## src/rtl/irq_seq_pkg.sv

```systemverilog
package irq_seq_pkg;
  typedef enum logic [1:0] {
    IM0 = 2'd0,
    IM1 = 2'd1,
    IM2 = 2'd2
  } im_mode_t;

  typedef enum logic [3:0] {
    S_IDLE,
    S_NPUSH,
    S_NJUMP,
    S_IACK,
    S_IPUSH,
    S_RDLO,
    S_WLO,
    S_RDHI,
    S_WHI,
    S_JUMP,
    S_INJ
  } seq_state_t;
endpackage

```

## src/rtl/irq_seq_enable.sv

```systemverilog
module irq_seq_enable
  import irq_seq_pkg::*;
(
  input  logic     clk,
  input  logic     rst_n,
  input  logic     ev_ei,
  input  logic     ev_di,
  input  logic     ev_retn,
  input  logic     ev_im,
  input  logic [1:0] im_sel,
  input  logic     take_nmi,
  input  logic     take_int,
  output logic     iff1,
  output logic     iff2,
  output im_mode_t mode
);
  // Priority: acceptance > DI > EI > RETN
  always_ff @(posedge clk or negedge rst_n) begin
    if (!rst_n) begin
      iff1 <= 1'b0;
      iff2 <= 1'b0;
    end else if (take_int) begin
      iff1 <= 1'b0;
      iff2 <= 1'b0;
    end else if (take_nmi) begin
      iff1 <= 1'b0;
    end else if (ev_di) begin
      iff1 <= 1'b0;
      iff2 <= 1'b0;
    end else if (ev_ei) begin
      iff1 <= 1'b1;
      iff2 <= 1'b1;
    end else if (ev_retn) begin
      iff1 <= iff2;
    end
  end

  always_ff @(posedge clk or negedge rst_n) begin
    if (!rst_n) begin
      mode <= IM0;
    end else if (ev_im && (im_sel != 2'd3)) begin
      mode <= im_mode_t'(im_sel);
    end
  end
endmodule

```

## src/rtl/irq_seq_nmi.sv

```systemverilog
module irq_seq_nmi (
  input  logic clk,
  input  logic rst_n,
  input  logic nmi_n,
  input  logic take_nmi,
  output logic nmi_pend
);
  logic nmi_prev;
  logic fall;

  assign fall = nmi_prev && !nmi_n;

  always_ff @(posedge clk or negedge rst_n) begin
    if (!rst_n) begin
      nmi_prev <= 1'b1;
      nmi_pend <= 1'b0;
    end else begin
      nmi_prev <= nmi_n;
      if (fall)          nmi_pend <= 1'b1;
      else if (take_nmi) nmi_pend <= 1'b0;
    end
  end
endmodule

```

## src/rtl/irq_seq_vector.sv

```systemverilog
module irq_seq_vector
  import irq_seq_pkg::*;
#(
  parameter int DW = 8,
  parameter int AW = 16,
  parameter logic [AW-1:0] NMI_VEC = 16'h0066,
  parameter logic [AW-1:0] IM1_VEC = 16'h0038
) (
  input  logic          clk,
  input  logic          rst_n,
  input  logic          cap_ack,
  input  logic          cap_lo,
  input  logic          cap_hi,
  input  logic          sel_hi,
  input  logic          is_nmi,
  input  im_mode_t      mode,
  input  logic [DW-1:0] dbus,
  input  logic [DW-1:0] i_reg,
  input  logic [DW-1:0] rsp_data,
  output logic [AW-1:0] rd_addr,
  output logic [AW-1:0] pc_new,
  output logic [DW-1:0] inj_op
);
  localparam int HW = AW - DW;

  logic [DW-1:0] vec_q, ipage_q, lo_q, hi_q;

  always_ff @(posedge clk or negedge rst_n) begin
    if (!rst_n) begin
      vec_q   <= '0;
      ipage_q <= '0;
      lo_q    <= '0;
      hi_q    <= '0;
    end else begin
      if (cap_ack) begin
        vec_q   <= dbus;
        ipage_q <= i_reg;
      end
      if (cap_lo) lo_q <= rsp_data;
      if (cap_hi) hi_q <= rsp_data;
    end
  end

  // Even vector: bit 0 replaced by the byte select
  assign rd_addr = {ipage_q[HW-1:0], vec_q[DW-1:1], sel_hi};
  assign inj_op  = vec_q;

  always_comb begin
    if (is_nmi)          pc_new = NMI_VEC;
    else if (mode == IM1) pc_new = IM1_VEC;
    else                  pc_new = {hi_q[HW-1:0], lo_q};
  end
endmodule

```

## src/rtl/irq_seq.sv

```systemverilog
module irq_seq
  import irq_seq_pkg::*;
#(
  parameter int DW = 8,
  parameter int AW = 16,
  parameter logic [AW-1:0] NMI_VEC = 16'h0066,
  parameter logic [AW-1:0] IM1_VEC = 16'h0038
) (
  input  logic          clk,
  input  logic          rst_n,
  input  logic          int_n,
  input  logic          nmi_n,
  input  logic          instr_done,
  input  logic          ev_ei,
  input  logic          ev_di,
  input  logic          ev_retn,
  input  logic          ev_im,
  input  logic [1:0]    im_sel,
  input  logic [DW-1:0] i_reg,
  input  logic [DW-1:0] dbus,
  output logic          iack,
  output logic          push_pc,
  output logic          pc_load,
  output logic [AW-1:0] pc_new,
  output logic          inj_valid,
  output logic [DW-1:0] inj_op,
  output logic          rd_valid,
  input  logic          rd_ready,
  output logic [AW-1:0] rd_addr,
  input  logic          rsp_valid,
  input  logic [DW-1:0] rsp_data,
  output logic          busy
);
  seq_state_t st, st_nx;
  logic       iff1, iff2, nmi_pend;
  im_mode_t   mode;
  logic       boundary, take_nmi, take_int;

  assign boundary = (st == S_IDLE) && instr_done && !ev_ei && !ev_di;
  assign take_nmi = boundary && nmi_pend;
  assign take_int = boundary && !nmi_pend && !int_n && iff1;

  irq_seq_enable u_enable (
    .clk(clk), .rst_n(rst_n),
    .ev_ei(ev_ei), .ev_di(ev_di), .ev_retn(ev_retn),
    .ev_im(ev_im), .im_sel(im_sel),
    .take_nmi(take_nmi), .take_int(take_int),
    .iff1(iff1), .iff2(iff2), .mode(mode)
  );

  irq_seq_nmi u_nmi (
    .clk(clk), .rst_n(rst_n), .nmi_n(nmi_n),
    .take_nmi(take_nmi), .nmi_pend(nmi_pend)
  );

  irq_seq_vector #(
    .DW(DW), .AW(AW), .NMI_VEC(NMI_VEC), .IM1_VEC(IM1_VEC)
  ) u_vector (
    .clk(clk), .rst_n(rst_n),
    .cap_ack(st == S_IACK),
    .cap_lo(st == S_WLO && rsp_valid),
    .cap_hi(st == S_WHI && rsp_valid),
    .sel_hi(st == S_RDHI),
    .is_nmi(st == S_NJUMP),
    .mode(mode),
    .dbus(dbus), .i_reg(i_reg), .rsp_data(rsp_data),
    .rd_addr(rd_addr), .pc_new(pc_new), .inj_op(inj_op)
  );

  always_comb begin
    st_nx = st;
    unique case (st)
      S_IDLE:  if (take_nmi) st_nx = S_NPUSH;
               else if (take_int) st_nx = S_IACK;
      S_NPUSH: st_nx = S_NJUMP;
      S_IACK:  st_nx = (mode == IM0) ? S_INJ : S_IPUSH;
      S_IPUSH: st_nx = (mode == IM2) ? S_RDLO : S_JUMP;
      S_RDLO:  if (rd_ready) st_nx = S_WLO;
      S_WLO:   if (rsp_valid) st_nx = S_RDHI;
      S_RDHI:  if (rd_ready) st_nx = S_WHI;
      S_WHI:   if (rsp_valid) st_nx = S_JUMP;
      S_NJUMP, S_JUMP, S_INJ: st_nx = S_IDLE;
      default: st_nx = S_IDLE;
    endcase
  end

  always_ff @(posedge clk or negedge rst_n) begin
    if (!rst_n) st <= S_IDLE;
    else        st <= st_nx;
  end

  assign iack      = (st == S_IACK);
  assign push_pc   = (st == S_NPUSH) || (st == S_IPUSH);
  assign pc_load   = (st == S_NJUMP) || (st == S_JUMP);
  assign inj_valid = (st == S_INJ);
  assign rd_valid  = (st == S_RDLO) || (st == S_RDHI);
  assign busy      = (st != S_IDLE);
endmodule

```

## config.mk

```make
export PLATFORM = sky130hd
export DESIGN_NAME = irq_seq
export DESIGN_NICKNAME = d
export VERILOG_FILES = /design/src/rtl/irq_seq_pkg.sv /design/src/rtl/irq_seq_enable.sv /design/src/rtl/irq_seq_nmi.sv /design/src/rtl/irq_seq_vector.sv /design/src/rtl/irq_seq.sv
export SDC_FILE = /design/constraint.sdc
export NUM_CORES = 1
export LEC_CHECK = 0
export ABC_AREA = 1
export BUFFER_PORTS_ARGS = -buffer_cell sky130_fd_sc_hd__buf_2
export CELL_PAD_IN_SITES_DETAIL_PLACEMENT = 2
export CELL_PAD_IN_SITES_GLOBAL_PLACEMENT = 2
export CORE_ASPECT_RATIO = 0.7
export CORE_UTILIZATION = 26
export DETAILED_ROUTE_END_ITERATION = 16
export GPL_TIMING_DRIVEN = 0
export PLACE_DENSITY = 0.86
export SLEW_MARGIN = 30
export SYNTH_ARGS = -nofsm -noshare
export SYNTH_HDL_FRONTEND = slang
export SYNTH_SLANG_ARGS = --single-unit
export TNS_END_PERCENT = 5
```

## constraint.sdc

```tcl
create_clock -name clk -period 2.1 [get_ports clk]
set_clock_uncertainty 0.2 [all_clocks]
set_input_delay 0.525 -clock clk [delete_from_list [all_inputs] [get_ports clk]]
set_output_delay 0.525 -clock clk [all_outputs]
set_load 0.02 [all_outputs]
```

==> Yosys cells after proc, flatten, opt, wreduce, memory -nomap -nowiden <==
Cells that the tools add are included.
{ "totals": {"elab_cells": 78, "register_bits": 42, "out_inout_bits": 46} }
{ "classes": {"reduce_logical": 27, "n_mux": 22, "n_eq_ne": 19} }
{ "op_table": {"columns": ["operator", "count"], "rows": [
  ["two-way mux 16 bit", 2],
  ["two-way mux 4 bit", 8],
  ["case mux 4 bit (8 select lines)", 1],
  ["== test 4 x 3 -> 1 bit, second input constant", 4],
  ["== test 4 bit, second input constant", 3],
  ["logical AND 1 bit", 11],
  ["two-way mux 1 bit", 11],
  ["!= test 2 bit, second input constant", 5],
  ["== test 4 x 2 -> 1 bit, second input constant", 2],
  ["logical NOT 1 bit", 5],
  ["AND reduction 5 bit", 1],
  ["nonzero test 5 bit", 1],
  ["== test 4 x 1 -> 1 bit, second input constant", 1],
  ["logical NOT 4 bit", 1],
  ["nonzero test 4 bit", 1],
  ["logical OR 1 bit", 3],
  ["!= test 3 bit, second input constant", 1],
  ["nonzero test 3 bit", 1],
  ["== test 2 x 1 -> 1 bit, second input constant", 1],
  ["== test 2 bit, second input constant", 1],
  ["logical NOT 2 bit", 1],
  ["!= test 2 x 1 -> 1 bit, second input constant", 1],
  ["AND reduction 2 bit", 1],
  ["nonzero test 2 bit", 1]
]} }

==> Logic depth before layout (Yosys ltp) <==
Gate-level depths: netlist (run 1).
{ "depth": {"ltp_word": 10, "mapped_depth": 8, "depth_no_buf": 8} }

==> By module <==
From an unflattened synthesis (run 1), not the netlist that was laid out.
{ "hier_totals": {"cells_unflattened": 282, "area_unflattened_um2": 2183.3} }
{ "by_module_without_submodules": {"columns": ["mod", "n_inst", "cells_each", "area_each_um2", "seq_area_each_um2"], "rows": [
  ["irq_seq_vector", 1, 164, 1398.8, 800.8],
  ["irq_seq", 1, 82, 515.5, 100.1],
  ["irq_seq_enable", 1, 29, 198.9, 100.1],
  ["irq_seq_nmi", 1, 7, 70.1, 51.3]
]} }

==> Least setup slack after synthesis (run 1) <==
No wires, ideal clock.
{ "synth_timing": {"kind": "reg2out", "startpoint": "register u_enable.mode[0]", "endpoint": "output pc_new[0]", "t_arrival_ns": 1.132, "stages_incl_launch_ff": 7, "path_buffers": 1, "slack_ns": 0.243, "path_cell_list": "dfrtp_1 > inv_1 > nor2_1 > inv_1 > buf_2 > nand2_1 > nor2_1"} }
{ "synth_via": {"elab_chain_len": 3} }
{ "synth_lines": {"columns": ["element", "line", "rtl"], "rows": [
  ["start, declared", "irq_seq_enable.sv:15", "output im_mode_t mode"],
  ["start signal, assigned", "irq_seq_enable.sv:42", "mode <= im_mode_t'(im_sel);"],
  ["== test 2 x 1 -> 1 bit", "irq_seq_vector.sv:50", "else if (mode == IM1) pc_new = IM1_VEC;"],
  ["two-way mux 16 bit", "irq_seq_vector.sv:50", null],
  ["two-way mux 16 bit", "irq_seq_vector.sv:49", "if (is_nmi) pc_new = NMI_VEC;"],
  ["end, declared", "irq_seq.sv:24", "output logic [AW-1:0] pc_new,"]
]} }
Every way passes these cells.

==> Final worst setup path (run 1) <==
{ "layout_timing": {"startpoint": "register st[3]", "endpoint": "output pc_new[13]"} }
{ "layout_via": {"elab_chain_len": 2} }
{ "layout_lines": {"columns": ["element", "line", "rtl"], "rows": [
  ["start, declared", "irq_seq.sv:34", "seq_state_t st, st_nx;"],
  ["start signal, assigned", "irq_seq.sv:89", "else st <= st_nx;"],
  ["== test 4 x 2 -> 1 bit", "irq_seq.sv:64", ".is_nmi(st == S_NJUMP),"],
  ["two-way mux 16 bit", "irq_seq_vector.sv:49", null]
]} }
Every way passes these cells.

==> flow_metrics.env, run 1 <==
export IMPL_place_congestion=0.803
export IMPL_global_route_overflow_total=0
export IMPL_worst_path_largest_cell_delay_ps=400
export IMPL_first_pass_iters=4
export IMPL_grt_start_max_net_pins=43
export IMPL_ys_ff_latch=42
export IMPL_drtIter0Drc=71
export IMPL_clkTransAtPathRegs_ps=60
export IMPL_vias=2135
export IMPL_arrival_ps=1440
export IMPL_number_of_antenna_violating_nets_in_the_routed_design=0
export IMPL_timing_final_hold_violations=0
export IMPL_buffer_ports_inserted=82
export IMPL_floorplan_die_area_um2=8480
export IMPL_tritoncts="yes"
export IMPL_tritoncts_num_buffers=5
export IMPL_layout_area_overhead_vs_synth_pct=43.9
export IMPL_core_area_um2=7870
export IMPL_vias_per_cell=4.49
export IMPL_cp_max_delay_cell="sky130_fd_sc_hd__dfrtp_1"
export IMPL_track_usage_pct=17.2
export IMPL_dieHeight_um=77.4
export IMPL_crit_path_max_fanout=5
export IMPL_clk_latency_ps=280
export IMPL_min_period_ps=2170
export IMPL_cts_root_to_sink_buffers=2
export IMPL_post_dp_cell_area_um2=2650
export IMPL_synthMuxAreaShare_pct=0
export IMPL_critical_path_top_delay_family="buffers and inverters"
export IMPL_synth_nets=310
export IMPL_worst_endpoint_required_ps=1370
export IMPL_place_hpwl_um=5030
export IMPL_num_rows=27
export IMPL_critPathBufInv=3
export IMPL_grt_setup_unrepaired="true"
export IMPL_layout_worst_path_cycle_share_pct=103
export IMPL_synth_warning_count=0
export IMPL_die_w_um=110
export IMPL_grt_antenna_before_repair=0
export IMPL_final_critical_path_setup_slack_ps=-69.6
export IMPL_power_switching_mw=2.06
export IMPL_drc=0
export IMPL_run_status="complete, but fails checks"
export IMPL_grt_pass1_vias=2278
export IMPL_drv_cap=0
export IMPL_wl_um=7130
export IMPL_synth_cell_types=25
export IMPL_seqPwrFrac_pct=28.8
export IMPL_cells_along_the_critical_path="inv_2 -> nand2_4 -> nor2_4 -> buf_4 -> nor2_1 -> buf_2"
export IMPL_share_comb_of_total_power_pct=54.4
export IMPL_worst_min_delay_path_category="in -> async"
export IMPL_detailedPlace_worstSlack_ps=-114
export IMPL_synth_top_family_by_area="simple AND/OR/NAND/NOR gates"
export IMPL_num_antenna_cells=0
export IMPL_share_of_synthesized_area_occupied_by_flip_flops_and_latches_pct=49.9
export IMPL_timing_critical_path_from_type="register"
export IMPL_layout_cells_sized_above_1_pct=43.0
export IMPL_setup_worst_path_end_class="output port"
export IMPL_setup_viol=14
export IMPL_setup_reg_to_reg_worst_slack_ps=360
export IMPL_switching_part_of_the_total_pct=44.5
export IMPL_grt_pass1_wl_um=11300
export IMPL_power_static_leakage_nw=1.69
export IMPL_final_max_slew_violation_count=0
export IMPL_postSynthCellCount=273
export IMPL_place_detailed_instances=456
export IMPL_critPathKind="reg -> out"
export IMPL_power_per_cell_area_nw_per_um2=1530
export IMPL_power_clock_fraction_pct=16.8
export IMPL_share_of_synthesized_cell_area_in_and_or_nand_and_nor_gates_pct=29.3
export IMPL_drt_wirelength_per_cell_um=15.0
export IMPL_clockRootBuffer="sky130_fd_sc_hd__clkbuf_16"
export IMPL_total_power_consumption_of_the_routed_design_mw=4.63
export IMPL_max_freq_ghz=0.461
export IMPL_synth_avg_cell_area_um2=7.73
export IMPL_cts_max_level=2
export IMPL_synthAdderAreaFrac_pct=0
export IMPL_nNetsFinal=410
export IMPL_fin_cells=475
export IMPL_tritoncts_num_sinks=42
export IMPL_worst_slew_margin_rel_pct=62.6
export IMPL_worst_ir_drop_vdd_mv=0.561
export IMPL_yosys_area_share_xor_xnor_pct=0
export IMPL_synth_compound_area_share_pct=9.61
export IMPL_initial_core_util_pct=26.8
export IMPL_boundaryPins=83
export IMPL_fin_area_um2=3040
export IMPL_violated_checks="negative setup slack"
export IMPL_synth_cell_area_um2=2110
export IMPL_tightest_slew_ps=561
export IMPL_cell_internal_power_mw=2.57
[through the flow]
step | TNS, ps | hold slack, ps | util (%)
after floorplan | 0 | 29.4 | -
after CTS | -772 | 64.5 | 37.7
final | -619 | 37.1 | 38.6
after global placement | -283 | 250 | 33.6
after global routing | -2080 | 71.1 | 38.6
after detailed placement | -621 | 266 | 33.7
[state kept, by name, summed over array words and instances (netlist names)]
signal and count:
u_vector.hi_q 8, u_vector.inj_op 8, u_vector.ipage_q 8, u_vector.lo_q 8, st 4, u_enable.mode 2, u_enable.iff1 1, u_enable.iff2 1
u_nmi.nmi_pend 1, u_nmi.nmi_prev 1
[synth_stat cells (all sizes together)]
cell / instances / area, um2
o22ai: 2 / 12.5
dfrtp: 41 / 1030
nor2: 27 / 119
nor3: 2 / 10.0
nand3b: 1 / 7.51
a21oi: 3 / 18.8
o21bai: 1 / 7.51
buf: 14 / 105
nor4: 1 / 6.26
dfstp: 1 / 26.3
nand2: 107 / 409
nand4: 1 / 6.26
nand3: 11 / 60.1
inv: 35 / 131
o21ai: 26 / 164
[cell type report]
cell class	count	area, um2
fill	928	4840
clock buffer	7	143
inverter	35	134
clock inverter	1	5.00
tap	101	126
multi-input combinational	182	900
buffer	14	121
sequential	42	1050
timing repair buffer	93	552
[placed cells by master, fill, tap and decap left out]
cell type,synthesis,routed
sky130_fd_sc_hd__a21oi_1,2,2
sky130_fd_sc_hd__a21oi_2,1,1
sky130_fd_sc_hd__buf_2,3,67
sky130_fd_sc_hd__buf_4,9,30
sky130_fd_sc_hd__buf_6,2,10
sky130_fd_sc_hd__clkbuf_1,0,1
sky130_fd_sc_hd__clkbuf_16,0,5
sky130_fd_sc_hd__clkbuf_8,0,1
sky130_fd_sc_hd__clkinv_2,0,1
sky130_fd_sc_hd__dfrtp_1,41,39
sky130_fd_sc_hd__dfrtp_2,0,2
sky130_fd_sc_hd__dfstp_2,1,1
sky130_fd_sc_hd__inv_1,33,25
sky130_fd_sc_hd__inv_2,2,9
sky130_fd_sc_hd__inv_4,0,1
sky130_fd_sc_hd__nand2_1,104,101
sky130_fd_sc_hd__nand2_2,3,5
sky130_fd_sc_hd__nand2_4,0,1
sky130_fd_sc_hd__nand3_1,10,9
sky130_fd_sc_hd__nand3_2,1,2
sky130_fd_sc_hd__nand3b_1,1,1
sky130_fd_sc_hd__nand4_1,1,1
sky130_fd_sc_hd__nor2_1,24,14
sky130_fd_sc_hd__nor2_2,1,6
sky130_fd_sc_hd__nor2_4,2,7
sky130_fd_sc_hd__nor3_1,2,2
sky130_fd_sc_hd__nor4_1,1,1
sky130_fd_sc_hd__o21ai_0,16,12
sky130_fd_sc_hd__o21ai_1,1,2
sky130_fd_sc_hd__o21ai_2,9,12
sky130_fd_sc_hd__o21bai_1,1,1
sky130_fd_sc_hd__o22ai_1,2,2
[logic make-up after synthesis]
logic type,count (synthesis)
AO/OA/AOI/OAI,32
buffers and inverters,49
flip-flops,42
AND/OR/NAND/NOR,150
[layer usage]
metal	wire [um]	GRT usage, %	share of wire [%]	up-vias
li1	-	-	-	1030
met1	3480	24.3	49	1034
met2	3260	27.1	46	65
met3	335	3.36	4.7	6
met4	49	3.73	0.69	0
met5	0	0	0	-
[worst reg2reg max path, stage by stage, from the launching register on]
cell	delay, ps
sky130_fd_sc_hd__dfrtp_2	430
sky130_fd_sc_hd__buf_4	170
sky130_fd_sc_hd__nor2_2	140
sky130_fd_sc_hd__nand2_1	160
sky130_fd_sc_hd__inv_2	90
sky130_fd_sc_hd__nand2_2	120
sky130_fd_sc_hd__buf_6	190
sky130_fd_sc_hd__nand2_1	90
sky130_fd_sc_hd__o21ai_2	50
[power groups by stage]
stage	Sequential, mW	Combinational [mW]	Clock (mW)
6_report	1.33	2.52	0.780
5_1_grt	1.38	2.79	0.838
4_1_cts	1.33	2.44	0.799
3_5_place_dp	1.35	2.13	0
3_3_place_gp	1.32	2.06	0
2_1_floorplan	1.49	1.25	0
[final timing paths]
check                               startpoint             endpoint  cells after the start
min                                      rst_n   u_vector.inj_op[7]                      1
min in group clk                         nmi_n       u_nmi.nmi_prev                      1
max in group asynchronous                rst_n                st[0]                      1
max reg2reg                              st[0]     u_vector.hi_q[6]                      8
min reg2reg                u_vector.ipage_q[3]  u_vector.ipage_q[3]                      2
max                                      st[3]           pc_new[13]                      6
[what timing repair did]
item / CTS / global route
cloned: 1 / 1
pin swaps: 7 / 4
setup endpoints to repair: 21 / 22
hold endpoints to repair: 0 / 0
gates resized for setup: 45 / 20
hold buffers: 0 / 0
setup buffers: 8 / 1
No activity file was read; power rests on OpenSTA's default activity.
==> inputs of run 2 (changes only) <==
Settings changed: CORE_MARGIN set to 5, CTS_CLUSTER_DIAMETER set to 200.
==> run 2 against run 1 <==
Compared with the run above:
- the run still ends with negative setup slack left
- worst hold slack gained 3.8 ps
- wire length shrank 0.31%
- largest power group unchanged
- flip-flop and latch count unchanged
- die area grew 18%
- sequential power about the same
- setup slack improved by 30 ps
- critical path depth is 1 higher
- first-iteration DRC count grew 38%
- global-route usage shrank 3.1 points
- total power is 0.90% higher
- cell area fell by 0.70%
==> flow_metrics.env, run 2 (synthesized netlist as in run 1, its figures left out) <==
export IMPL_critical_path_top_delay_family="flip-flops"
export IMPL_critPathBufInv=4
export IMPL_tritoncts="yes"
export IMPL_worst_ir_drop_vdd_mv=0.583
export IMPL_grt_pass1_vias=2337
export IMPL_worst_path_largest_cell_delay_ps=420
export IMPL_cp_max_delay_cell="sky130_fd_sc_hd__dfrtp_1"
export IMPL_fin_cells=474
export IMPL_global_route_overflow_total=0
export IMPL_timing_critical_path_from_type="register"
export IMPL_critPathKind="reg -> out"
export IMPL_r2r_cells=8
export IMPL_die_w_um=118
export IMPL_drv_cap=0
export IMPL_vias=2121
export IMPL_power_per_cell_area_nw_per_um2=1550
export IMPL_tightest_slew_ps=558
export IMPL_tritoncts_num_buffers=5
export IMPL_finalHoldWorstSlack_ps=40.9
export IMPL_place_detailed_instances=456
export IMPL_buffer_ports_inserted=82
export IMPL_timing_final_hold_violations=0
export IMPL_violated_checks="negative setup slack"
export IMPL_tritoncts_num_sinks=42
export IMPL_worst_endpoint_required_ps=1370
export IMPL_clkTransAtPathRegs_ps=60
export IMPL_clk_latency_ps=270
export IMPL_cts_root_to_sink_buffers=2
export IMPL_layout_worst_path_cycle_share_pct=102
export IMPL_vias_per_cell=4.47
export IMPL_floorplan_die_area_um2=10000
export IMPL_initial_core_util_pct=26.8
export IMPL_most_frequent_standard_cell_in_the_layout_excluding_fill_and_tap_cells="sky130_fd_sc_hd__nand2_1"
export IMPL_crit_path_max_fanout=7
export IMPL_boundaryPins=83
export IMPL_max_freq_ghz=0.467
export IMPL_core_area_um2=7870
export IMPL_post_dp_cell_area_um2=2650
export IMPL_worstReg2RegStart="st[2]"
export IMPL_grt_antenna_before_repair=0
export IMPL_dieHeight_um=85.4
export IMPL_track_usage_pct=14.1
export IMPL_grt_pass1_wl_um=11700
export IMPL_min_period_ps=2140
export IMPL_first_pass_iters=4
export IMPL_nNetsFinal=409
export IMPL_worst_slew_margin_rel_pct=62.8
export IMPL_drc=0
export IMPL_power_static_leakage_nw=1.68
export IMPL_fin_area_um2=3010
export IMPL_mostFrequentLayoutCells="sky130_fd_sc_hd__nand2_1, sky130_fd_sc_hd__buf_2, sky130_fd_sc_hd__dfrtp_1"
export IMPL_number_of_antenna_violating_nets_in_the_routed_design=0
export IMPL_grt_start_max_net_pins=43
export IMPL_num_antenna_cells=0
export IMPL_worst_min_delay_path_category="in -> async"
export IMPL_r2r_end="u_vector.hi_q[5]"
export IMPL_grt_setup_unrepaired="true"
export IMPL_num_rows=27
export IMPL_setup_viol=14
export IMPL_fillCellCount=933
export IMPL_clockRootBuffer="sky130_fd_sc_hd__clkbuf_16"
export IMPL_cells_along_the_critical_path="inv_2 -> nand2_4 -> nor2_4 -> inv_4 -> o21ai_2 -> inv_1 -> buf_6"
export IMPL_drt_wirelength_per_cell_um=15.0
export IMPL_place_hpwl_um=5320
export IMPL_cts_max_level=2
export IMPL_setup_worst_path_end_class="output port"
export IMPL_drtIter0Drc=98
export IMPL_wl_um=7100
export IMPL_run_status="complete, but fails checks"
export IMPL_layout_cells_sized_above_1_pct=40.5
export IMPL_place_congestion=0.858
export IMPL_arrival_ps=1410
export IMPL_setup_reg_to_reg_worst_slack_ps=380
export IMPL_final_critical_path_setup_slack_ps=-39.2
export IMPL_layout_area_overhead_vs_synth_pct=42.9
export IMPL_final_max_slew_violation_count=0
==> run 2: changes by cell type in the layout (fill, tap and decap cells not counted), sizes merged <==
| cell | change |
|---|---|
| buf | -1 |
| bufinv | +1 |
| clkinv | -1 |
==> run 2: repair_timing <==
action / CTS / global route
setup endpoints to repair: 20 / 22
pin swaps: 4 / 2
gates resized for setup: 36 / 18
hold buffers: 0 / 0
setup buffers: 9 / 0
cloned: 1 / 0
==> run 2: stage by stage <==
step | power [mW] | setup WS [ps] | utilization [%] | TNS, ps
floorplan | 2.73 | 243 | - | 0
detailed placement | 3.50 | -43.1 | 33.7 | -138
global route | 5.02 | -126 | 38.3 | -1890
CTS | 4.65 | -50.9 | 37.6 | -614
global placement | 3.40 | -54.8 | 33.6 | -247
finish | 4.67 | -39.2 | 38.3 | -353
==> run 2: area by class of cell <==
type	instances	area (um2)	share of cell area (%)
repair buffers	92	546	18.1
plain buffers	14	121	4.03
multi-input cells	182	866	28.7
inverters	35	136	4.52
clock inverters	1	30.0	0.996
well taps	101	126	4.19
clock buffers	7	133	4.40
flip-flops and latches	42	1060	35.0
==> run 2: worst max-delay path by stage <==
stage           endpoint        startpoint  depth (start not counted)  slack (ps)
2_1_floorplan  pc_new[0]  u_enable.mode[0]                          6         240
3_3_place_gp   pc_new[3]             st[1]                          8         -50
3_5_place_dp   pc_new[3]             st[0]                          7         -40
4_1_cts          push_pc             st[2]                          4         -50
5_1_grt        pc_new[3]             st[1]                          8        -130
6_report       pc_new[3]             st[3]                          7         -40
==> run 2: layer usage <==
layer / wire length, um / vias to the layer above / global-route usage, %
met5: 0 / - / 0
met2: 3260 / 63 / 22.9
met1: 3310 / 1021 / 18.6
met4: 59 / 0 / 2.60
met3: 476 / 6 / 4.53
li1: - / 1031 / -
==> run 2: where the power goes <==
part           switching, mW  leakage (nW)  internal [mW]  total [mW]
combinational           1.50          1.08          0.964        2.47
clock                  0.290        0.0781          0.562       0.852
sequential             0.224         0.526           1.13        1.35
==> inputs of run 3 (changes only) <==
Settings changed: MAX_ROUTING_LAYER set to met4, SKIP_LAST_GASP set to 1.
==> run 3 against run 2 <==
Compared with the run above:
- the flow still finishes with violations (negative setup slack)
- highest routed layer unchanged
- wire length is 0.41% lower
- flip-flop and latch count stayed put
- clock power about the same
- combinational power decreased by 4%
- critical endpoint is now pc_new[8]
- count of clock-buffer cells in the layout stayed put
- critical path type unchanged
- die area unchanged
==> flow_metrics.env, run 3 (synthesized netlist as in run 1, its figures left out) <==
export IMPL_run_status="complete, but fails checks"
export IMPL_violated_checks="negative setup slack"
export IMPL_setup_worst_path_end_class="output port"
export IMPL_layout_cells_sized_above_1_pct=40.2
export IMPL_timing_critical_path_from_type="register"
export IMPL_grt_pass1_wl_um=11700
export IMPL_arrival_ps=1410
export IMPL_grt_setup_unrepaired="true"
export IMPL_tritoncts="yes"
export IMPL_tritoncts_num_buffers=5
export IMPL_layout_area_overhead_vs_synth_pct=40.8
export IMPL_area_of_the_multi_input_gates_um2=863
export IMPL_grt_antenna_before_repair=0
export IMPL_switching_part_of_the_total_pct=43.7
export IMPL_place_detailed_instances=456
export IMPL_tritoncts_num_sinks=42
export IMPL_place_hpwl_um=5320
export IMPL_drc=0
export IMPL_dieHeight_um=85.4
export IMPL_fin_cells=474
export IMPL_boundaryPins=83
export IMPL_critPathKind="reg -> out"
export IMPL_crit_path_max_fanout=5
export IMPL_nNetsFinal=409
export IMPL_clockRootBuffer="sky130_fd_sc_hd__clkbuf_16"
export IMPL_place_congestion=0.872
export IMPL_num_antenna_cells=0
export IMPL_critical_path_top_delay_family="buffers and inverters"
export IMPL_layout_worst_path_cycle_share_pct=102
export IMPL_grt_start_max_net_pins=43
export IMPL_min_period_ps=2140
export IMPL_final_max_slew_violation_count=0
export IMPL_cp_max_delay_cell="sky130_fd_sc_hd__dfrtp_1"
export IMPL_worst_endpoint_required_ps=1370
export IMPL_clk_latency_ps=270
export IMPL_power_clock_fraction_pct=18.6
export IMPL_num_rows=27
export IMPL_seqPwrFrac_pct=29.6
export IMPL_tightest_slew_ps=559
export IMPL_power_switching_mw=2.00
export IMPL_timing_setup_tns_ps=-347
export IMPL_critPathBufInv=3
export IMPL_worst_ir_drop_vdd_mv=0.540
export IMPL_worst_path_largest_cell_delay_ps=420
export IMPL_die_w_um=118
export IMPL_max_freq_ghz=0.468
export IMPL_finalHoldWorstSlack_ps=42.2
export IMPL_buffer_ports_inserted=82
export IMPL_power_per_cell_area_nw_per_um2=1540
export IMPL_worst_min_delay_path_category="in -> async"
export IMPL_drt_wirelength_per_cell_um=14.9
export IMPL_cells_along_the_critical_path="inv_2 -> nand2_4 -> nor2_4 -> buf_4 -> nor2_1 -> buf_2"
export IMPL_core_area_um2=7870
export IMPL_timing_final_hold_violations=0
export IMPL_wl_um=7070
export IMPL_final_critical_path_setup_slack_ps=-36.7
export IMPL_cell_internal_power_mw=2.57
export IMPL_most_frequent_standard_cell_in_the_layout_excluding_fill_and_tap_cells="sky130_fd_sc_hd__nand2_1"
export IMPL_worst_slew_margin_rel_pct=62.7
export IMPL_total_power_consumption_of_the_routed_design_mw=4.57
export IMPL_sequential_cell_area_um2=1060
export IMPL_number_of_antenna_violating_nets_in_the_routed_design=0
export IMPL_clkTransAtPathRegs_ps=60
export IMPL_first_pass_iters=4
export IMPL_initial_core_util_pct=26.8
export IMPL_setup_viol=15
export IMPL_vias_per_cell=4.50
export IMPL_grt_pass1_vias=2333
export IMPL_detailedPlace_worstSlack_ps=-43.1
export IMPL_drtIter0Drc=86
export IMPL_power_static_leakage_nw=1.67
export IMPL_drv_cap=0
export IMPL_floorplan_die_area_um2=10000
export IMPL_track_usage_pct=14.5
export IMPL_cts_root_to_sink_buffers=2
export IMPL_fillCellCount=938
export IMPL_mostFrequentLayoutCells="sky130_fd_sc_hd__nand2_1, sky130_fd_sc_hd__buf_2, sky130_fd_sc_hd__dfrtp_1"
export IMPL_vias=2133
export IMPL_global_route_overflow_total=0
export IMPL_share_comb_of_total_power_pct=51.8
export IMPL_cts_max_level=2
[run 3: cell counts in the layout (fill, tap and decap cells not counted)]
Identical to the previous run, type by type.
[run 3: final timing paths]
| kind | depth (start not counted) | from | to | slack (ps) |
|---|---|---|---|---|
| worst min-delay path | 1 | rst_n | u_vector.ipage_q[3] | 40 |
| worst max register to register | 8 | st[0] | u_vector.hi_q[6] | 350 |
| max in group asynchronous | 1 | rst_n | u_enable.mode[1] | 1240 |
| worst min register to register | 2 | u_vector.ipage_q[7] | u_vector.ipage_q[7] | 270 |
| min in group clk | 1 | nmi_n | u_nmi.nmi_prev | 170 |
| worst max-delay path | 6 | st[3] | pc_new[8] | -40 |
[run 3: final cells by class]
cell class	instances	share of cell area (%)
Sequential cell	42	35.6
Tap cell	101	4.25
Buffer	14	3.96
Multi-Input combinational cell	182	29.1
Clock inverter	1	1.01
Inverter	35	4.59
Clock buffer	7	4.47
Timing Repair Buffer	92	17.1
[run 3: power by group through the flow]
stage	combinational [mW]	sequential, mW	clock (mW)
after floorplan	1.25	1.49	0
after global placement	2.08	1.32	0
after detailed placement	2.15	1.35	0
after CTS	2.37	1.35	0.892
after global routing	2.60	1.39	0.921
final	2.37	1.35	0.850
[run 3: what timing repair did]
action | CTS | global route
gates resized for setup | 31 | 8
hold buffers | 0 | 0
pin swaps | 4 | 2
setup buffers | 9 | 0
cloned | 1 | 0
setup endpoints to repair | 20 | 22
[run 3: per-layer routing]
layer | GRT usage [%] | vias up | wire length, um
met3 | 4.13 | 6 | 435
met5 | - | - | 0
met1 | 18.9 | 1031 | 3340
met4 | 2.60 | 0 | 59
li1 | - | 1032 | -
met2 | 22.7 | 64 | 3240
[run 3: stage by stage]
| step | cell area (um2) | util [%] |
|---|---|---|
| 6_report | 2970 | 37.7 |
| 5_1_grt | 2970 | 37.7 |
| 4_1_cts | 2950 | 37.5 |
| 3_5_place_dp | 2650 | 33.7 |
| 3_3_place_gp | 2650 | 33.6 |
| 2_1_floorplan | 2110 | - |
